<file path="src/rtl/dma_seq_pkg.sv">
package dma_seq_pkg;

  typedef enum logic [1:0] {
    ST_IDLE = 2'd0,
    ST_RD   = 2'd1,
    ST_WR   = 2'd2
  } seq_st_e;

  // A 16-bit unit needs two bus cycles on a narrow bus or at an odd address.
  function automatic logic unit_split(input logic u16, input logic b8, input logic a0);
    return u16 && (b8 || a0);
  endfunction

  // Byte-enable for one bus cycle.
  function automatic logic [1:0] cyc_be(input logic full, input logic b8, input logic a0);
    if (full)
      return 2'b11;
    else if (!b8 && a0)
      return 2'b10;
    else
      return 2'b01;
  endfunction

  // Inclusive window hit.
  function automatic logic win_hit(input logic [31:0] a, input logic [31:0] lo,
                                   input logic [31:0] hi);
    return (a >= lo) && (a <= hi);
  endfunction

endpackage

</file>
<file path="src/rtl/dma_seq_region.sv">
module dma_seq_region #(
  parameter int AW = 16
) (
  input  logic [AW-1:0] addr_i,
  input  logic [AW-1:0] regs_lo_i,
  input  logic [AW-1:0] regs_hi_i,
  input  logic [AW-1:0] wait_lo_i,
  input  logic [AW-1:0] wait_hi_i,
  output logic          slow_o
);
  import dma_seq_pkg::*;

  localparam int NWIN = 2;

  logic [AW-1:0] lo_w [NWIN];
  logic [AW-1:0] hi_w [NWIN];
  logic [NWIN-1:0] hit;

  assign lo_w[0] = regs_lo_i;
  assign hi_w[0] = regs_hi_i;
  assign lo_w[1] = wait_lo_i;
  assign hi_w[1] = wait_hi_i;

  for (genvar w = 0; w < NWIN; w++) begin : g_win
    assign hit[w] = win_hit(32'(addr_i), 32'(lo_w[w]), 32'(hi_w[w]));
  end

  assign slow_o = |hit;

endmodule

</file>
<file path="src/rtl/dma_seq_piece.sv">
module dma_seq_piece #(
  parameter int AW = 16
) (
  input  logic [AW-1:0] base_i,
  input  logic          u16_i,
  input  logic          b8_i,
  input  logic          idx_i,
  output logic [AW-1:0] addr_o,
  output logic [1:0]    be_o,
  output logic          full_o,
  output logic          lane_hi_o,
  output logic          last_o
);
  import dma_seq_pkg::*;

  logic split;

  assign split     = unit_split(u16_i, b8_i, base_i[0]);
  assign full_o    = u16_i && !split;
  assign addr_o    = base_i + AW'(split && idx_i);
  assign lane_hi_o = !b8_i && addr_o[0];
  assign be_o      = cyc_be(full_o, b8_i, addr_o[0]);
  assign last_o    = !split || idx_i;

endmodule

</file>
<file path="src/rtl/dma_seq_hold.sv">
module dma_seq_hold (
  input  logic        clk,
  input  logic        rst_n,
  input  logic        cap_i,
  input  logic        full_i,
  input  logic        idx_i,
  input  logic        lane_hi_i,
  input  logic [15:0] rdata_i,
  output logic [15:0] wdata_o
);
  logic [15:0] hold_q;
  logic [7:0]  rd_byte;
  logic [7:0]  wr_byte;

  assign rd_byte = lane_hi_i ? rdata_i[15:8] : rdata_i[7:0];
  assign wr_byte = idx_i ? hold_q[15:8] : hold_q[7:0];

  always_ff @(posedge clk or negedge rst_n) begin
    if (!rst_n) begin
      hold_q <= '0;
    end else if (cap_i) begin
      if (full_i)
        hold_q <= rdata_i;
      else if (idx_i)
        hold_q[15:8] <= rd_byte;
      else
        hold_q[7:0] <= rd_byte;
    end
  end

  always_comb begin
    if (full_i)
      wdata_o = hold_q;
    else if (lane_hi_i)
      wdata_o = {wr_byte, 8'h00};
    else
      wdata_o = {8'h00, wr_byte};
  end

endmodule

</file>
<file path="src/rtl/dma_bus_seq.sv">
module dma_bus_seq #(
  parameter int AW = 16,
  parameter int CW = 4
) (
  input  logic          clk,
  input  logic          rst_n,
  input  logic          start_i,
  input  logic [AW-1:0] src_addr_i,
  input  logic [AW-1:0] dst_addr_i,
  input  logic          unit16_i,
  input  logic          bus8_i,
  input  logic [AW-1:0] regs_lo_i,
  input  logic [AW-1:0] regs_hi_i,
  input  logic [AW-1:0] wait_lo_i,
  input  logic [AW-1:0] wait_hi_i,
  output logic          busy_o,
  output logic          done_o,
  output logic [CW-1:0] cycles_o,
  output logic [AW-1:0] bus_addr_o,
  output logic [1:0]    bus_be_o,
  output logic          bus_rd_o,
  output logic          bus_wr_o,
  input  logic [15:0]   bus_rdata_i,
  output logic [15:0]   bus_wdata_o
);
  import dma_seq_pkg::*;

  seq_st_e       state_q;
  logic          idx_q;
  logic          wsub_q;
  logic [AW-1:0] src_q;
  logic [AW-1:0] dst_q;
  logic          u16_q;
  logic          b8_q;
  logic [CW-1:0] cnt_q;
  logic [CW-1:0] cycles_q;
  logic          done_q;

  // named internal events
  logic          strobe;
  logic          slow;
  logic          cyc_end;
  logic          phase_end;
  logic          cap_en;
  logic [AW-1:0] cur_base;
  logic [AW-1:0] pm_addr;
  logic [1:0]    pm_be;
  logic          pm_full;
  logic          pm_lane_hi;
  logic          pm_last;

  assign strobe    = (state_q != ST_IDLE);
  assign cur_base  = (state_q == ST_WR) ? dst_q : src_q;
  assign cyc_end   = strobe && (!slow || wsub_q);
  assign phase_end = cyc_end && pm_last;
  assign cap_en    = (state_q == ST_RD) && cyc_end;

  dma_seq_piece #(.AW(AW)) u_piece (
    .base_i   (cur_base),
    .u16_i    (u16_q),
    .b8_i     (b8_q),
    .idx_i    (idx_q),
    .addr_o   (pm_addr),
    .be_o     (pm_be),
    .full_o   (pm_full),
    .lane_hi_o(pm_lane_hi),
    .last_o   (pm_last)
  );

  dma_seq_region #(.AW(AW)) u_region (
    .addr_i   (pm_addr),
    .regs_lo_i(regs_lo_i),
    .regs_hi_i(regs_hi_i),
    .wait_lo_i(wait_lo_i),
    .wait_hi_i(wait_hi_i),
    .slow_o   (slow)
  );

  dma_seq_hold u_hold (
    .clk      (clk),
    .rst_n    (rst_n),
    .cap_i    (cap_en),
    .full_i   (pm_full),
    .idx_i    (idx_q),
    .lane_hi_i(pm_lane_hi),
    .rdata_i  (bus_rdata_i),
    .wdata_o  (bus_wdata_o)
  );

  always_ff @(posedge clk or negedge rst_n) begin
    if (!rst_n) begin
      state_q  <= ST_IDLE;
      idx_q    <= 1'b0;
      wsub_q   <= 1'b0;
      src_q    <= '0;
      dst_q    <= '0;
      u16_q    <= 1'b0;
      b8_q     <= 1'b0;
      cnt_q    <= '0;
      cycles_q <= '0;
      done_q   <= 1'b0;
    end else begin
      done_q <= 1'b0;
      if (state_q == ST_IDLE) begin
        if (start_i) begin
          src_q   <= src_addr_i;
          dst_q   <= dst_addr_i;
          u16_q   <= unit16_i;
          b8_q    <= bus8_i;
          idx_q   <= 1'b0;
          wsub_q  <= 1'b0;
          cnt_q   <= '0;
          state_q <= ST_RD;
        end
      end else begin
        cnt_q <= cnt_q + 1'b1;
        if (cyc_end) begin
          wsub_q <= 1'b0;
          if (phase_end) begin
            idx_q <= 1'b0;
            if (state_q == ST_RD) begin
              state_q <= ST_WR;
            end else begin
              state_q  <= ST_IDLE;
              done_q   <= 1'b1;
              cycles_q <= cnt_q + 1'b1;
            end
          end else begin
            idx_q <= 1'b1;
          end
        end else begin
          wsub_q <= 1'b1;
        end
      end
    end
  end

  assign busy_o     = strobe;
  assign done_o     = done_q;
  assign cycles_o   = cycles_q;
  assign bus_addr_o = strobe ? pm_addr : '0;
  assign bus_be_o   = strobe ? pm_be : 2'b00;
  assign bus_rd_o   = (state_q == ST_RD);
  assign bus_wr_o   = (state_q == ST_WR);

  assert_rw_excl_R8: assert property (@(posedge clk) disable iff (!rst_n)
    !(bus_rd_o && bus_wr_o));

  assert_done_pulse_R9: assert property (@(posedge clk) disable iff (!rst_n)
    done_o |=> !done_o);

  assert_rd_to_wr_R1: assert property (@(posedge clk) disable iff (!rst_n)
    ($past(bus_rd_o) && !bus_rd_o) |-> bus_wr_o);

  assert_wait_hold_R6: assert property (@(posedge clk) disable iff (!rst_n)
    (strobe && slow && !wsub_q) |=>
      ($stable(bus_addr_o) && $stable(bus_be_o) && $stable(bus_rd_o) && $stable(bus_wr_o)));

  assert_narrow_be_R5: assert property (@(posedge clk) disable iff (!rst_n)
    ((bus_rd_o || bus_wr_o) && b8_q) |-> (bus_be_o == 2'b01));

  assert_upper_lane_odd_R4: assert property (@(posedge clk) disable iff (!rst_n)
    (bus_be_o == 2'b10) |-> bus_addr_o[0]);

  assert_busy_ignore_R10: assert property (@(posedge clk) disable iff (!rst_n)
    (busy_o && start_i) |=> ($stable(src_q) && $stable(dst_q)));

endmodule

</file>
<file path="config.mk">
export PLATFORM = sky130hd
export DESIGN_NAME = dma_bus_seq
export DESIGN_NICKNAME = d
export VERILOG_FILES = /design/src/rtl/dma_seq_pkg.sv /design/src/rtl/dma_seq_region.sv /design/src/rtl/dma_seq_piece.sv /design/src/rtl/dma_seq_hold.sv /design/src/rtl/dma_bus_seq.sv
export SDC_FILE = /design/constraint.sdc
export NUM_CORES = 1
export LEC_CHECK = 0
export ABC_AREA = 1
export BUFFER_PORTS_ARGS = -buffer_cell sky130_fd_sc_hd__buf_2
export CAP_MARGIN = 20
export CORE_MARGIN = 4
export CORE_UTILIZATION = 50
export DETAILED_ROUTE_END_ITERATION = 10
export GPL_ROUTABILITY_DRIVEN = 0
export HOLD_SLACK_MARGIN = 0.12
export PLACE_DENSITY = 0.78
export SLEW_MARGIN = 20
export SYNTH_ARGS = -nofsm -noshare
export SYNTH_HDL_FRONTEND = slang
export SYNTH_SLANG_ARGS = --single-unit
</file>
<file path="constraint.sdc">
create_clock -name clk -period 4.7 [get_ports clk]
set_clock_uncertainty 0.05 [all_clocks]
set_input_delay 0.235 -clock clk [delete_from_list [all_inputs] [get_ports clk]]
set_output_delay 0.235 -clock clk [all_outputs]
set_load 0.05 [all_outputs]
</file>
Yosys cells after proc, flatten, opt, wreduce, memory -nomap -nowiden
Cells that the tools add are included.
{"block": "totals", "in_bits": 117, "output_inout_bits": 42, "ff_bits": 63}
{"block": "op_classes", "n_eq_ne": 4, "bitwise_logic": 2, "n_reduce_logical": 27, "magnitude_cmp": 4, "n_addsub": 2, "mux": 29}
{"operator": "$mux W16", "count": 5}
{"operator": "$ge A16 B16 Y1", "count": 2}
{"operator": "$le A16 B16 Y1", "count": 2}
{"operator": "$mux W8", "count": 4}
{"operator": "$add A16 B1 Y16", "count": 1}
{"operator": "$mux W2", "count": 8}
{"operator": "$mux W1", "count": 10}
{"operator": "$logic_and A1 B1 Y1", "count": 9}
{"operator": "$mux W4", "count": 2}
{"operator": "$reduce_and A2 Y1", "count": 4}
{"operator": "$reduce_bool A2 Y1", "count": 4}
{"operator": "$add A4 B1 Y4 const B", "count": 1}
{"operator": "$reduce_and A4 Y1", "count": 1}
{"operator": "$logic_not A1 Y1", "count": 3}
{"operator": "$logic_or A1 B1 Y1", "count": 3}
{"operator": "$reduce_and A3 Y1", "count": 1}
{"operator": "$eq A2 B1 Y1 const B", "count": 1}
{"operator": "$eq A2 B2 Y1 const B", "count": 1}
{"operator": "$logic_not A2 Y1", "count": 1}
{"operator": "$ne A2 B1 Y1 const B", "count": 1}
{"operator": "$ne A2 B2 Y1 const B", "count": 1}
{"operator": "$not A1 Y1", "count": 2}
{"operator": "$reduce_or A2 Y1", "count": 1}

Depth between registers and ports, before layout
{"block": "depth", "ltp_word": 16, "mapped_depth": 34, "ltp_nobuf": 33}

By module
Synthesis repeated with hierarchy kept, for this count alone.
{"block": "hier_totals", "cells_unflattened": 861, "area_unflattened_um2": 5700.5}
{"module": "dma_bus_seq", "seq_area_each_um2": 1176.1, "instances": 1, "cells_per_inst": 301, "area_each_um2": 2301.0}
{"module": "dma_seq_region", "seq_area_each_um2": 0.0, "instances": 1, "cells_per_inst": 273, "area_each_um2": 1696.6}
{"module": "dma_seq_hold", "seq_area_each_um2": 400.4, "instances": 1, "cells_per_inst": 199, "area_each_um2": 1241.2}
{"module": "dma_seq_piece", "seq_area_each_um2": 0.0, "instances": 1, "cells_per_inst": 88, "area_each_um2": 461.7}

Worst setup path after synthesis
OpenSTA, ideal clock, no wires.
{"block": "synth_timing", "kind": "register to register", "start": "register state_q[1]", "end": "register u_hold.hold_q[15]", "setup_ps": 121, "t_required_ps": 4529, "path_stages_with_launch": 32, "arrival_ps": 3484, "setup_slack_ps": 1045, "path_cell_list": "dfrtp_1 -> buf_6 -> nand2_4 -> inv_2 -> or2_1 -> o21ai_2 -> nand2_1 -> nand2_1 -> nor2_1 -> ha_1 -> ha_1 -> nand3_2 -> inv_2 -> nand2_1 -> nor2_2 -> nand4_1 -> o21bai_1 -> o21ai_1 -> inv_1 -> ha_1 -> nand2_1 -> nor3_1 -> nand2_1 -> nand2_1 -> nand2_1 -> nand2_1 -> nand2_1 -> nand2_2 -> nand3_1 -> buf_2 -> nand2_1 -> o21ai_1"}
{"block": "synth_via", "elab_chain_cells": 14, "elab_cells_between_ends": 27, "cone_classes": "1 x add/sub; 4 x order compare; 2 x eq/ne; 4 x mux; 16 x reduce/logical"}
{"item": "start: declaration", "line": "dma_bus_seq.sv:28", "rtl": "seq_st_e state_q;"}
{"item": "start signal: assignment", "line": "dma_bus_seq.sv:92", "rtl": "state_q <= ST_IDLE;"}
{"item": "start signal: assignment", "line": "dma_bus_seq.sv:113", "rtl": "state_q <= ST_RD;"}
{"item": "start signal: assignment", "line": "dma_bus_seq.sv:122", "rtl": "state_q <= ST_WR;"}
{"item": "$eq A2 B2 Y1", "line": "dma_bus_seq.sv:53", "rtl": "assign cur_base = (state_q == ST_WR) ? dst_q : src_q;"}
{"item": "$mux W16", "line": "dma_bus_seq.sv:53"}
{"item": "$logic_or A1 B1 Y1", "line": "dma_seq_pkg.sv:11", "rtl": "return u16 && (b8 || a0);"}
{"item": "$logic_and A1 B1 Y1", "line": "dma_seq_pkg.sv:11"}
{"item": "$logic_and A1 B1 Y1", "line": "dma_seq_piece.sv:20", "rtl": "assign addr_o = base_i + AW'(split && idx_i);"}
{"item": "$add A16 B1 Y16", "line": "dma_seq_piece.sv:20"}
{"item": "$ge A16 B16 Y1 or $le A16 B16 Y1 (tied branches)", "line": "dma_seq_pkg.sv:27", "rtl": "return (a >= lo) && (a <= hi);"}
{"item": "$logic_and A1 B1 Y1", "line": "dma_seq_pkg.sv:27"}
{"item": "$reduce_or A2 Y1", "line": "dma_seq_region.sv:28", "rtl": "assign slow_o = |hit;"}
{"item": "$logic_not A1 Y1", "line": "dma_bus_seq.sv:54", "rtl": "assign cyc_end = strobe && (!slow || wsub_q);"}
{"item": "$logic_or A1 B1 Y1", "line": "dma_bus_seq.sv:54"}
{"item": "$logic_and A1 B1 Y1", "line": "dma_bus_seq.sv:54"}
{"item": "$logic_and A1 B1 Y1", "line": "dma_bus_seq.sv:56", "rtl": "assign cap_en = (state_q == ST_RD) && cyc_end;"}
{"item": "$reduce_and A2 Y1 (no source line)"}
{"item": "end signal: assignment", "line": "dma_seq_hold.sv:23", "rtl": "hold_q <= rdata_i;"}
{"item": "end signal: assignment", "line": "dma_seq_hold.sv:25", "rtl": "hold_q[15:8] <= rd_byte;"}
{"item": "end: declaration", "line": "dma_seq_hold.sv:11", "rtl": "logic [15:0] hold_q;"}
Several ways; a longest one is shown, not always the timed one. The select of a mux whose other input is x is not followed.
A chain may end at the register's enable or synchronous reset.

Final worst setup path
{"block": "layout_timing", "start": "register state_q[1]", "end": "register cycles_q[0] (netlist: cycles_o[0])"}
{"block": "layout_via", "elab_chain_cells": 14, "elab_cells_between_ends": 25, "cone_classes": "1 x add/sub; 4 x order compare; 2 x eq/ne; 1 x mux; 2 x bitwise; 15 x reduce/logical"}
{"item": "$eq A2 B2 Y1", "line": "dma_bus_seq.sv:53"}
{"item": "$mux W16", "line": "dma_bus_seq.sv:53"}
{"item": "$logic_or A1 B1 Y1", "line": "dma_seq_pkg.sv:11"}
{"item": "$logic_and A1 B1 Y1", "line": "dma_seq_pkg.sv:11"}
{"item": "$logic_and A1 B1 Y1", "line": "dma_seq_piece.sv:20"}
{"item": "$add A16 B1 Y16", "line": "dma_seq_piece.sv:20"}
{"item": "$ge A16 B16 Y1 or $le A16 B16 Y1 (tied branches)", "line": "dma_seq_pkg.sv:27"}
{"item": "$logic_and A1 B1 Y1", "line": "dma_seq_pkg.sv:27"}
{"item": "$reduce_or A2 Y1", "line": "dma_seq_region.sv:28"}
{"item": "$logic_not A1 Y1", "line": "dma_bus_seq.sv:54"}
{"item": "$logic_or A1 B1 Y1", "line": "dma_bus_seq.sv:54"}
{"item": "$logic_and A1 B1 Y1", "line": "dma_bus_seq.sv:54"}
{"item": "$logic_and A1 B1 Y1", "line": "dma_bus_seq.sv:55", "rtl": "assign phase_end = cyc_end && pm_last;"}
{"item": "$reduce_and A4 Y1 (no source line) *"}
{"item": "end signal: assignment", "line": "dma_bus_seq.sv:126", "rtl": "cycles_q <= cnt_q + 1'b1;"}
{"item": "end: declaration", "line": "dma_bus_seq.sv:36", "rtl": "logic [CW-1:0] cycles_q;"}
Every way passes the cells marked *; elsewhere a longest branch is shown, timed or not.

==> flow_metrics.tcl <==
set metrics [dict create \
    cts.clk_slew.worst_paths_ns 0.08 \
    grt_pass1_wl_um 23800 \
    slowest_delay_ns 0.47 \
    max_clock_freq_ghz 0.243 \
    hold_path.class "in2reg" \
    post_drt_wl_per_cell_um 12.8 \
    finalNetCount 1160 \
    synth_cells 791 \
    fin_tns_setup_ns 0 \
    grt_max_degree 64 \
    vdd_drop_max_mv 0.669 \
    cts_root_buf "clkbuf_8" \
    cp_data_required_time_ns 4.89 \
    final_util 0.660 \
    period_minus_slack_ns 4.11 \
    cp_data_arrival_time_ns 4.30 \
    overflow 0 \
    start_util 0.520 \
    ys.flop_type "dfrtp_1" \
    worstSetupStartpointType "register" \
    ys_types 35 \
    syn-num-nets 975 \
    drc 0 \
    routed_wl_um 14300 \
    final-setup-viol-count 0 \
    path_buf_inv 3 \
    area_growth_pct 26.9 \
    syn_avg_cell_area_um2 6.84 \
    synth_top_area_cell "dfrtp_1" \
    crit_family "simple AND/OR/NAND/NOR gates" \
    antenna_found_initial 0 \
    ios 159 \
    fp-row-count 37 \
    synth_seq_cells 63 \
    cts_buffers 9 \
    endpoint_kind "register" \
    cts_setup_buffers 0 \
    yosysSeqAreaShare 0.291 \
    power.leakage_nw 4.15 \
    crit_start "state_q[1]" \
    cp_common_cell "nand2_1" \
    worstSkewPairLatency_ns 0.35 \
    tightest_slew_ns 0.773 \
    synth_top_area_frac 0.291 \
    min_period_over_period 0.875 \
    io_buffers 158 \
    num_antenna_cells 0 \
    crit_fanout 11 \
    dieArea_um2 12600 \
    synthTopCellsByCount "nand2_1 (225), inv_1 (158), ha_1 (67)" \
    rsz0062_at_grt "false" \
    core_um2 10400 \
    drtPass1Iterations 5 \
    cts_max_level 3 \
    crit_slowest_cell "dfrtp_2" \
    relSlewSlack 0.485 \
    hold_viol 0 \
    fin_cells 1117 \
    powerDensity_nw_per_um2 792 \
    viasPerCell 4.86 \
    antenna_left 0 \
    synth_edf_count 0 \
    report.final.slew_viol_count 0 \
    yosysMostFrequentCell "nand2_1" \
    cts_tree "done" \
    drv_cap 0 \
    r2r-start "state_q[1]" \
    clkSinkCount 63 \
    dp_cells 1066 \
    holdCritStartpoint "start_i" \
    status "finished, final reports clean" \
    synthesis.area_um2 5410 \
    layout-drive-gt1-share 0.222 \
    grt_use_total 0.229 \
    vias 5434 \
    synthArstFlopShare 1.00 \
    die_w_um 112 \
    grt_pass1_vias 5193 \
    max-clock-path-buffers 2 \
    dp_hpwl_um 11000 \
    synthTopCellsByArea "dfrtp_1 (29%), nand2_1 (16%), ha_1 (15%), inv_1 (11%), a21oi_1 (3.6%)" \
    critPathKind "reg2reg" \
    die_height_um 112 \
    drt_iter0_markers 361 \
    ys_warn_count 0 \
]
## power breakdown
part	leakage [nW]	internal [W]	switching [W]
combinational	3.25	0.00114	0.00279
clock	0.112	0.000326	0.000212
sequential	0.787	0.000798	0.000174
total	4.15	0.00227	0.00318
## cells by family (layout without fill, tap and decap cells)
logic type                 after synthesis  in the layout  synth area share
DFF                                     63             63             0.291
buffers and inverters                  191            381             0.143
and+or+nand+nor                        327            327             0.256
xor gates and xnor gates                10             10            0.0162
AOI/OAI and AO/OA                      131            131             0.136
adders and majority gates               67             67             0.155
muxes                                    2              2           0.00370
## metrics by stage
step	hold WS (ns)	setup WS [ns]	instance area, um2	total power, W
floorplan	-0.111	1.05	5410	0.00401
global placement	0.389	0.471	6270	0.00479
detailed placement	0.393	0.279	6270	0.00485
CTS	0.158	0.259	6850	0.00542
global route	0.196	0.00387	6870	0.00598
finish	0.162	0.589	6870	0.00545
## flip-flops by register name, summed over array words and instances (netlist names)
name           count
b8_q               1
cnt_q              4
cycles_o           4
done_o             1
dst_q             16
idx_q              1
src_q             16
state_q            2
u16_q              1
u_hold.hold_q     16
wsub_q             1
## cell type report
cell class / instances / area (um2)
Clock buffer: 11 / 151
Clock inverter: 5 / 80.1
Fill cell: 948 / 3540
Inverter: 168 / 631
Multi-Input combinational cell: 537 / 3090
Sequential cell: 63 / 1580
Tap cell: 136 / 170
Timing Repair Buffer: 197 / 1170
## placed cells by master (no fill, tap or decap), types with 3 or more instances in the layout
cell,instances
dlygate4sd3_1,35
o21a_1,4
dfrtp_1,62
o21ai_0,38
ha_1,67
nor2_1,49
buf_4,4
o21ai_2,5
xor2_1,7
nor3_1,6
o21ai_1,21
nand3_1,12
o22ai_1,16
xnor2_1,3
inv_2,10
nor2_2,5
nand2_2,7
nand3_2,3
nand2_1,225
inv_1,158
buf_2,158
clkbuf_8,11
nand4_1,10
nand2_4,4
a21oi_1,38
## worst register-to-register path: cells and delay by family, from the launching register on
kind	cells	cell delay (ns)
AO/OA/AOI/OAI	2	0.29
flip-flops	1	0.47
AND/OR/NAND/NOR	20	2.18
adder cells (fa/ha/maj)	3	0.65
buffers and inverters	3	0.39
## repair_timing
item,CTS,global route
endpoints found under the hold margin,97,0
gates resized for setup,0,5
setup endpoints to repair,0,23
hold buffers,35,0
## final timing paths
path	to	slack (ns)	cells after the start
max in group asynchronous	state_q[1]	3.52	3
min in group asynchronous	done_o	0.53	3
max reg2reg	cycles_o[0]	0.59	28
min reg2reg	src_q[2]	0.42	2
max	cycles_o[0]	0.59	28
min	cnt_q[0]	0.16	4
## routing by layer
metal | part of all wire | GRT usage | wire length [um]
met1 | 0.44 | 0.301 | 6340
met2 | 0.45 | 0.374 | 6370
met3 | 0.076 | 0.0480 | 1080
met4 | 0.033 | 0.0873 | 473
met5 | 0 | 0 | 0
Power figures use the tool's default switching activity.
